**config.mk**
```make
export PLATFORM = sky130hd
export DESIGN_NAME = mrs_cfg_decoder
export DESIGN_NICKNAME = d
export VERILOG_FILES = /design/src/rtl/mrs_pkg.sv /design/src/rtl/mrs_cmd_decode.sv /design/src/rtl/mrs_cfg_regs.sv /design/src/rtl/mrs_ocd_drive.sv /design/src/rtl/mrs_cfg_decoder.sv
export SDC_FILE = /design/constraint.sdc
export NUM_CORES = 1
export LEC_CHECK = 0
export BUFFER_PORTS_ARGS = -buffer_cell sky130_fd_sc_hd__buf_2
export CAP_MARGIN = 15
export CORE_MARGIN = 8
export CORE_UTILIZATION = 42
export CTS_CLUSTER_SIZE = 28
export DETAILED_ROUTE_END_ITERATION = 12
export PLACE_DENSITY = 0.78
export SKIP_CTS_REPAIR_TIMING = 1
export SLEW_MARGIN = 15
export SYNTH_ARGS = -nofsm -noshare
export SYNTH_HDL_FRONTEND = slang
export SYNTH_SLANG_ARGS = --single-unit
```
**constraint.sdc**
```tcl
create_clock -name clk -period 2.5 [get_ports clk]
set_clock_uncertainty 0.1 [all_clocks]
set_input_delay 0.5 -clock clk [delete_from_list [all_inputs] [get_ports clk]]
set_output_delay 0.5 -clock clk [all_outputs]
set_load 0.02 [all_outputs]
```
**src/rtl/mrs_pkg.sv**
```systemverilog
package mrs_pkg;

    localparam int FLD_W    = 3;
    localparam int BL_LSB   = 0;
    localparam int CL_LSB   = 4;
    localparam int AL_LSB   = 3;
    localparam int OCD_LSB  = 7;
    localparam int RDQS_BIT = 11;
    localparam int RSV_LSB  = 13;

    localparam logic [FLD_W-1:0] BL_CODE_4 = 3'b010;
    localparam logic [FLD_W-1:0] BL_CODE_8 = 3'b011;
    localparam logic [FLD_W-1:0] CL_MIN    = 3'd2;
    localparam logic [FLD_W-1:0] CL_MAX    = 3'd6;

    localparam logic [FLD_W-1:0] OCD_EXIT  = 3'b000;
    localparam logic [FLD_W-1:0] OCD_DRV1  = 3'b001;
    localparam logic [FLD_W-1:0] OCD_DRV0  = 3'b010;
    localparam logic [FLD_W-1:0] OCD_ADJ   = 3'b100;

    typedef enum logic [1:0] {
        TGT_MR   = 2'b00,
        TGT_EMR1 = 2'b01,
        TGT_EMR2 = 2'b10,
        TGT_EMR3 = 2'b11
    } mrs_tgt_e;

    typedef struct packed {
        logic             accept;
        logic             err;
        mrs_tgt_e         tgt;
        logic [FLD_W-1:0] cl;
        logic             bl8;
        logic [FLD_W-1:0] al;
        logic             rdqs;
        logic [FLD_W-1:0] ocd;
    } mrs_req_t;

    typedef struct packed {
        logic             mr_v;
        logic             emr1_v;
        logic [FLD_W-1:0] cl;
        logic             bl8;
        logic [FLD_W-1:0] al;
        logic             rdqs;
        logic [FLD_W-1:0] ocd;
    } mrs_cfg_t;

    typedef struct packed {
        logic en;
        logic dq;
        logic dqs;
        logic dqs_n;
    } ocd_force_t;

    function automatic logic bl_code_ok(input logic [FLD_W-1:0] code);
        return (code == BL_CODE_4) || (code == BL_CODE_8);
    endfunction

    function automatic logic cl_code_ok(input logic [FLD_W-1:0] code);
        return (code >= CL_MIN) && (code <= CL_MAX);
    endfunction

endpackage

```
**src/rtl/mrs_cmd_decode.sv**
```systemverilog
module mrs_cmd_decode
    import mrs_pkg::*;
#(
    parameter int ADDR_W = 16,
    parameter int BA_W   = 3
) (
    input  logic              cke,
    input  logic              cs_n,
    input  logic              ras_n,
    input  logic              cas_n,
    input  logic              we_n,
    input  logic [BA_W-1:0]   ba,
    input  logic [ADDR_W-1:0] addr,
    input  logic              all_idle,
    output mrs_req_t          req
);

    logic hit;
    logic state_bad;
    logic field_bad;
    logic ba_hi_set;

    always_comb begin
        hit       = !cs_n && !ras_n && !cas_n && !we_n;
        state_bad = !cke || !all_idle;
        ba_hi_set = |ba[BA_W-1:2];
        req.tgt   = mrs_tgt_e'(ba[1:0]);

        unique case (req.tgt)
            TGT_MR:   field_bad = !bl_code_ok(addr[BL_LSB +: FLD_W])
                               || !cl_code_ok(addr[CL_LSB +: FLD_W]);
            TGT_EMR1: field_bad = ba_hi_set || (|addr[ADDR_W-1:RSV_LSB]);
            TGT_EMR2: field_bad = 1'b0;
            TGT_EMR3: field_bad = ba_hi_set || (|addr);
        endcase

        req.err    = hit && (state_bad || field_bad);
        req.accept = hit && !state_bad && !field_bad;
        req.cl     = addr[CL_LSB +: FLD_W];
        req.bl8    = (addr[BL_LSB +: FLD_W] == BL_CODE_8);
        req.al     = addr[AL_LSB +: FLD_W];
        req.rdqs   = addr[RDQS_BIT];
        req.ocd    = addr[OCD_LSB +: FLD_W];
    end

endmodule

```
**src/rtl/mrs_cfg_regs.sv**
```systemverilog
module mrs_cfg_regs
    import mrs_pkg::*;
(
    input  logic     clk,
    input  logic     rst,
    input  mrs_req_t req,
    output mrs_cfg_t cfg,
    output logic     err_q
);

    always_ff @(posedge clk) begin
        if (rst) begin
            cfg   <= '0;
            err_q <= 1'b0;
        end else begin
            err_q <= req.err;
            if (req.accept) begin
                unique case (req.tgt)
                    TGT_MR: begin
                        cfg.cl   <= req.cl;
                        cfg.bl8  <= req.bl8;
                        cfg.mr_v <= 1'b1;
                    end
                    TGT_EMR1: begin
                        cfg.ocd    <= req.ocd;
                        cfg.rdqs   <= req.rdqs;
                        cfg.emr1_v <= 1'b1;
                        if (req.ocd != OCD_ADJ) begin
                            cfg.al <= req.al;
                        end
                    end
                    default: begin
                    end
                endcase
            end
        end
    end

endmodule

```
**src/rtl/mrs_ocd_drive.sv**
```systemverilog
module mrs_ocd_drive
    import mrs_pkg::*;
(
    input  logic [FLD_W-1:0] ocd,
    output ocd_force_t       frc
);

    logic hi;
    logic lo;

    always_comb begin
        hi        = (ocd == OCD_DRV1);
        lo        = (ocd == OCD_DRV0);
        frc.en    = hi || lo;
        frc.dq    = hi;
        frc.dqs   = hi;
        frc.dqs_n = lo;
    end

endmodule

```
**src/rtl/mrs_cfg_decoder.sv**
```systemverilog
module mrs_cfg_decoder
    import mrs_pkg::*;
#(
    parameter int ADDR_W = 16,
    parameter int BA_W   = 3
) (
    input  logic              clk,
    input  logic              rst,
    input  logic              cke,
    input  logic              cs_n,
    input  logic              ras_n,
    input  logic              cas_n,
    input  logic              we_n,
    input  logic [BA_W-1:0]   ba,
    input  logic [ADDR_W-1:0] addr,
    input  logic              all_idle,
    output logic [2:0]        cas_lat,
    output logic [3:0]        burst_len,
    output logic [2:0]        add_lat,
    output logic              mr_valid,
    output logic              emr1_valid,
    output logic              rdqs_en,
    output logic              dm_en,
    output logic [2:0]        ocd_mode,
    output logic              force_en,
    output logic              force_dq,
    output logic              force_dqs,
    output logic              force_dqs_n,
    output logic              mrs_err
);

    mrs_req_t   req;
    mrs_cfg_t   cfg;
    ocd_force_t frc;

    mrs_cmd_decode #(.ADDR_W(ADDR_W), .BA_W(BA_W)) u_dec (
        .cke      (cke),
        .cs_n     (cs_n),
        .ras_n    (ras_n),
        .cas_n    (cas_n),
        .we_n     (we_n),
        .ba       (ba),
        .addr     (addr),
        .all_idle (all_idle),
        .req      (req)
    );

    mrs_cfg_regs u_regs (
        .clk   (clk),
        .rst   (rst),
        .req   (req),
        .cfg   (cfg),
        .err_q (mrs_err)
    );

    mrs_ocd_drive u_drv (
        .ocd (cfg.ocd),
        .frc (frc)
    );

    always_comb begin
        cas_lat    = cfg.cl;
        add_lat    = cfg.al;
        mr_valid   = cfg.mr_v;
        emr1_valid = cfg.emr1_v;
        rdqs_en    = cfg.rdqs;
        dm_en      = !cfg.rdqs;
        ocd_mode   = cfg.ocd;
        if (!cfg.mr_v)
            burst_len = 4'd0;
        else if (cfg.ocd == OCD_ADJ || !cfg.bl8)
            burst_len = 4'd4;
        else
            burst_len = 4'd8;
        force_en    = frc.en;
        force_dq    = frc.dq;
        force_dqs   = frc.dqs;
        force_dqs_n = frc.dqs_n;
    end

endmodule

```
==> flow_summary.json, run 1 <==
{
  "drt_iter0_drc": 29,
  "grt_pass1_wl_um": 2950,
  "multi_input_area_um2": 408,
  "synth_top_family_by_area": "simple AND/OR/NAND/NOR gates",
  "ff_latch_area_um2": 280,
  "worstSetupPathType": "primary input to flop",
  "clk_latency_ps": 270,
  "vias": 759,
  "clkPwrFrac_pct": 36.9,
  "hold_path_class": "flop to flop",
  "drc": 0,
  "n_antenna_cell": 0,
  "hpwl_um": 1710,
  "yosysMostFrequentCell": "dfxtp_1",
  "portBuffers": 46,
  "avgSynthCellArea_um2": 8.80,
  "cp_top_family": "simple AND/OR/NAND/NOR gates",
  "die_area_um2": 3590,
  "die_w_um": 59.9,
  "switchingPower_w": 0.0000994,
  "grtUsageTotal_pct": 10.6,
  "grt_max_degree": 13,
  "synth_largest_area_cell": "dfxtp_1",
  "postRouteAntennaNets": 0,
  "synthTopCellsByArea": "dfxtp_1, mux2i_1, buf_4",
  "grt_pass1_vias": 722,
  "period_minus_slack_ps": 2050,
  "syn_inst": 92,
  "drv_cap": 0,
  "num-fill-cells": 205,
  "arrival_ps": 2120,
  "synthFlopType": "dfxtp_1",
  "cp_slowest_stage_delay_ps": 680,
  "slew_violations": 0,
  "clock_path_buffers": 2,
  "synthArstFlopShare_pct": 0,
  "die_y_um": 59.9,
  "gr-total-overflow": 0,
  "nets": 156,
  "seq_area_frac_synth_pct": 34.6,
  "ys_warn_count": 0,
  "worstPathRequired_ps": 2570,
  "synthSimpleGateAreaFrac_pct": 25.7,
  "p_comb_share_pct": 11.4,
  "path_cells": "buf_2 -> or4_4 -> or4_1 -> mux2i_1 -> nor2_1",
  "rsz0062_at_grt": "false",
  "area_growth_syn_to_layout_pct": 24.9,
  "cts_inserted_buffers": 3,
  "ir_worst_vdd_v": 0.000256,
  "finalPower_w": 0.000432,
  "synth_edf_count": 0,
  "finalSetupViolCount": 0,
  "synth.area.mux_share_pct": 11.1,
  "worst-path-max-fanout": 5,
  "h-tree-depth": 1,
  "finalHoldViolCount": 0,
  "outcome": "finished, final reports clean",
  "cts_tree": "yes",
  "layout-drive-gt1-share_pct": 43.8,
  "first_pass_iters": 4,
  "routedWlPerCell_um": 12.8,
  "syn_area_um2": 810,
  "cts_root_buf": "clkbuf_4",
  "leakage_nw": 0.513,
  "synthDistinctLibCells": 32,
  "worstSetupEndpointType": "flop",
  "fin_crit_sh_pct": 81.9,
  "seqPwrFrac_pct": 51.6,
  "gp_congestion": 0.750,
  "routed_via_density": 4.90,
  "cts_sinks": 14,
  "clk_transition_reported_paths_ps": 90,
  "coreArea_um2": 1880,
  "synth_xor_area_share_pct": 0,
  "power.internal_w": 0.000333,
  "start_kind": "primary input",
  "rows": 16,
  "yosys.area_share.adder_pct": 0,
  "p_sw_share_pct": 23.0,
  "boundaryPins": 49,
  "drt_wl_total_um": 1990,
  "start_util_pct": 43.0,
  "cellPowerDensity_nw_per_um2": 428,
  "cp_num_buf_inv": 1,
  "ys_seq_elements": 14,
  "final.setup.tns_ps": 0,
  "synth_commonest_cells": "dfxtp_1, buf_4, nor2_1",
  "synth-compound-area-share_pct": 12.7,
  "max_freq_mhz": 488,
  "crit_slowest_cell": "or4_1",
  "synth_top_area_share_pct": 34.6,
  "antenna_found_initial": 0
}
## final timing paths
check | cells past startpoint | endpoint | slack [ps] | startpoint
hold reg to reg | 2 | u_regs.cfg[11] | 350 | u_regs.cfg[11]
setup reg to reg | 2 | u_regs.cfg[10] | 1720 | u_regs.cfg[10]
setup / recovery | 5 | u_regs.cfg[1] | 450 | ras_n
hold / removal | 2 | u_regs.cfg[11] | 350 | u_regs.cfg[11]
## kinds of logic (layout without fill, tap and decap cells)
family | Yosys count | in the layout
flip-flops | 14 | 14
AND/OR/NAND/NOR | 37 | 37
other | 1 | 2
multiplexers | 9 | 9
buffers and inverters | 21 | 56
AO/OA/AOI/OAI | 10 | 10
## area by class of cell
class,instances,share of cell area [%]
Sequential cell,14,27.7
Timing Repair Buffer,46,22.8
Inverter,6,2.23
Clock buffer,4,3.59
Multi-Input combinational cell,58,40.3
Tap cell,27,3.34
## placed cells by master, fill, tap and decap left out, types with 2 or more instances in the layout
cell | netlist | routed
buf_2 | 1 | 46
dfxtp_1 | 14 | 14
nor2_1 | 11 | 11
mux2i_1 | 9 | 9
inv_1 | 6 | 6
nand2_1 | 6 | 6
a21oi_1 | 3 | 3
clkbuf_4 | 0 | 3
nor3b_1 | 2 | 2
and3_1 | 2 | 2
or4_4 | 2 | 2
nor3_1 | 2 | 2
nor4_1 | 2 | 2
conb_1 | 1 | 2
## per-layer routing
layer | up-vias | wire length (um) | track usage, %
met5 | - | 0 | 0
met4 | 0 | 24 | 5.44
met3 | 2 | 158 | 3.44
met2 | 31 | 929 | 18.3
met1 | 342 | 878 | 11.1
li1 | 384 | - | -
## through the flow
stage | utilization, % | instance area, um^2 | hold slack [ps] | setup slack (ps) | instances
3_3_place_gp | 51.8 | 975 | 344 | 224 | 151
3_5_place_dp | 51.8 | 975 | 338 | 150 | 151
4_1_cts | 53.7 | 1010 | 350 | 451 | 155
5_1_grt | 53.7 | 1010 | 377 | 410 | 155
2_1_floorplan | - | 813 | 335 | 386 | 93
6_report | 53.7 | 1010 | 348 | 453 | 155
## worst min-delay path: cells and delay by family (launching register included)
| kind | cells | cell delay (ps) |
|---|---|---|
| flops | 1 | 310 |
| buf+inv | 1 | 50 |
| compound gates | 1 | 50 |
## flip-flops by register name, indices dropped and copies added, names as in the netlist
signal and flops:
u_regs.cfg 13, u_regs.err_q 1
## power groups by stage
stage / combinational [W] / clock, W / sequential [W]
3_3_place_gp: 0.0000479 / 0 / 0.000228
4_1_cts: 0.0000494 / 0.000163 / 0.000223
5_1_grt: 0.0000540 / 0.000172 / 0.000223
3_5_place_dp: 0.0000493 / 0 / 0.000228
6_report: 0.0000494 / 0.000160 / 0.000223
2_1_floorplan: 0.0000222 / 0 / 0.000229
No activity file was read; power rests on OpenSTA's default activity.
==> run 2: changes to the inputs <==
==> constraint.sdc (replaced) <==
create_clock -name clk -period 2.1 [get_ports clk]
set_clock_uncertainty 0.1 [all_clocks]
set_input_delay 0.42 -clock clk [delete_from_list [all_inputs] [get_ports clk]]
set_output_delay 0.42 -clock clk [all_outputs]
set_load 0.02 [all_outputs]
==> run 2 against run 1 <==
Sequential share of layout area about the same. Core utilization increased by 0.067 points. First-iteration DRC count decreased by 72%. Largest power group unchanged. Die area unchanged. Power increased by 9.6%.
==> flow_summary.json, run 2 (synthesized netlist as in run 1, its figures left out) <==
{
  "antenna_found_initial": 0,
  "n_antenna_cell": 0,
  "first_pass_iters": 4,
  "period_minus_slack_ps": 1970,
  "worstSetupPathType": "primary input to flop",
  "arrival_ps": 2040,
  "max_freq_mhz": 506,
  "mostFrequentLayoutCell": "buf_2",
  "grt_pass1_wl_um": 3220,
  "clock_path_buffers": 2,
  "drt_iter0_drc": 8,
  "final.setup.tns_ps": 0,
  "hpwl_um": 1780,
  "outcome": "finished, final reports clean",
  "leakage_nw": 0.515,
  "h-tree-depth": 1,
  "die_area_um2": 3590,
  "cts_tree": "yes",
  "drt_wl_total_um": 2040,
  "postRouteAntennaNets": 0,
  "start_kind": "primary input",
  "rows": 16,
  "path_cells": "buf_2 -> or4_4 -> or4_1 -> mux2i_1 -> nor2_1",
  "hold_path_class": "primary input to flop",
  "switchingPower_w": 0.000115,
  "grt_pass1_vias": 795,
  "vias": 768,
  "finalSetupViolCount": 0,
  "rsz0062_at_grt": "false",
  "worst-path-max-fanout": 5,
  "clk_latency_ps": 270,
  "boundaryPins": 49,
  "seqPwrFrac_pct": 56.1,
  "top_register": "u_regs.cfg",
  "area_growth_syn_to_layout_pct": 25.0,
  "start_util_pct": 43.0,
  "worstPathRequired_ps": 2160,
  "gr-total-overflow": 0,
  "ir_worst_vdd_v": 0.000258,
  "cp_slowest_stage_delay_ps": 670,
  "num-fill-cells": 207,
  "clk_transition_reported_paths_ps": 80,
  "drc": 0,
  "clkPwrFrac_pct": 31.2,
  "cp_top_family": "simple AND/OR/NAND/NOR gates",
  "cts_root_buf": "clkbuf_4",
  "finalHoldViolCount": 0,
  "cts_sinks": 14,
  "gp_congestion": 0.812,
  "worstSetupEndpointType": "flop",
  "crit_slowest_cell": "or4_1",
  "slew_violations": 0,
  "coreArea_um2": 1880,
  "p_comb_share_pct": 12.7,
  "final_cell_mix": "buf_2, dfxtp_1, nor2_1, mux2i_1",
  "largest_reg_flops": 13,
  "grtUsageTotal_pct": 11.7,
  "fin_crit_sh_pct": 94.0,
  "portBuffers": 46,
  "routedWlPerCell_um": 13.1,
  "grt_max_degree": 13,
  "p_sw_share_pct": 24.3,
  "place_area_um2": 990,
  "cellPowerDensity_nw_per_um2": 468,
  "cp_num_buf_inv": 1,
  "largest_registers": "u_regs.cfg (13), u_regs.err_q (1)",
  "routed_via_density": 4.92,
  "layout-drive-gt1-share_pct": 44.2,
  "drv_cap": 0,
  "regToRegSetupSlack_ps": 1290,
  "fin_area_um2": 1010,
  "die_w_um": 59.9,
  "nets": 158,
  "power.internal_w": 0.000358,
  "die_y_um": 59.9,
  "cts_inserted_buffers": 3
}
==> run 2: cell types whose count changed in the layout (fill, tap and decap cells not counted) <==
cell      delta
buf_4        +2
clkbuf_8     -1
==> run 2: cell type report <==
cell class | instances | area (um^2) | area share (%)
flip-flops and latches | 14 | 280 | 27.7
clock buffers | 3 | 22.5 | 2.22
inverters | 6 | 22.5 | 2.22
well taps | 27 | 33.8 | 3.34
multi-input cells | 58 | 408 | 40.3
repair buffers | 48 | 245 | 24.2
==> run 2: metal layers <==
metal  up-vias  track usage (%)  share of wire [%]
met1       348             11.7                 42
met2        31             21.2                 49
met5         -                0                  0
met4         0             6.12                1.8
met3         4             3.44                7.8
li1        385                -                  -
==> run 2: final timing paths <==
kind	from	end	cells past startpoint
min reg2reg	u_regs.cfg[11]	u_regs.cfg[11]	2
max	ras_n	u_regs.cfg[2]	5
max reg2reg	u_regs.cfg[2]	u_regs.cfg[2]	2
min	addr[6]	u_regs.cfg[10]	2
==> run 2: power groups by stage <==
stage               Combinational, W  Sequential [W]  Clock [W]
finish                     0.0000602        0.000266   0.000148
detailed placement         0.0000602        0.000272          0
floorplan                  0.0000265        0.000272          0
global route               0.0000665        0.000266   0.000162
CTS                        0.0000604        0.000266   0.000150
global placement           0.0000584        0.000272          0
==> run 2: per-stage QoR <==
step / power (W) / hold slack (ps) / util (%) / cells / worst slack [ps]
global route: 0.000494 / 296 / 53.8 / 156 / 92.5
detailed placement: 0.000332 / 338 / 52.6 / 153 / -162
CTS: 0.000476 / 289 / 53.8 / 156 / 128
floorplan: 0.000299 / 335 / - / 93 / 66.2
global placement: 0.000330 / 344 / 52.6 / 153 / -74.5
finish: 0.000474 / 290 / 53.8 / 156 / 126
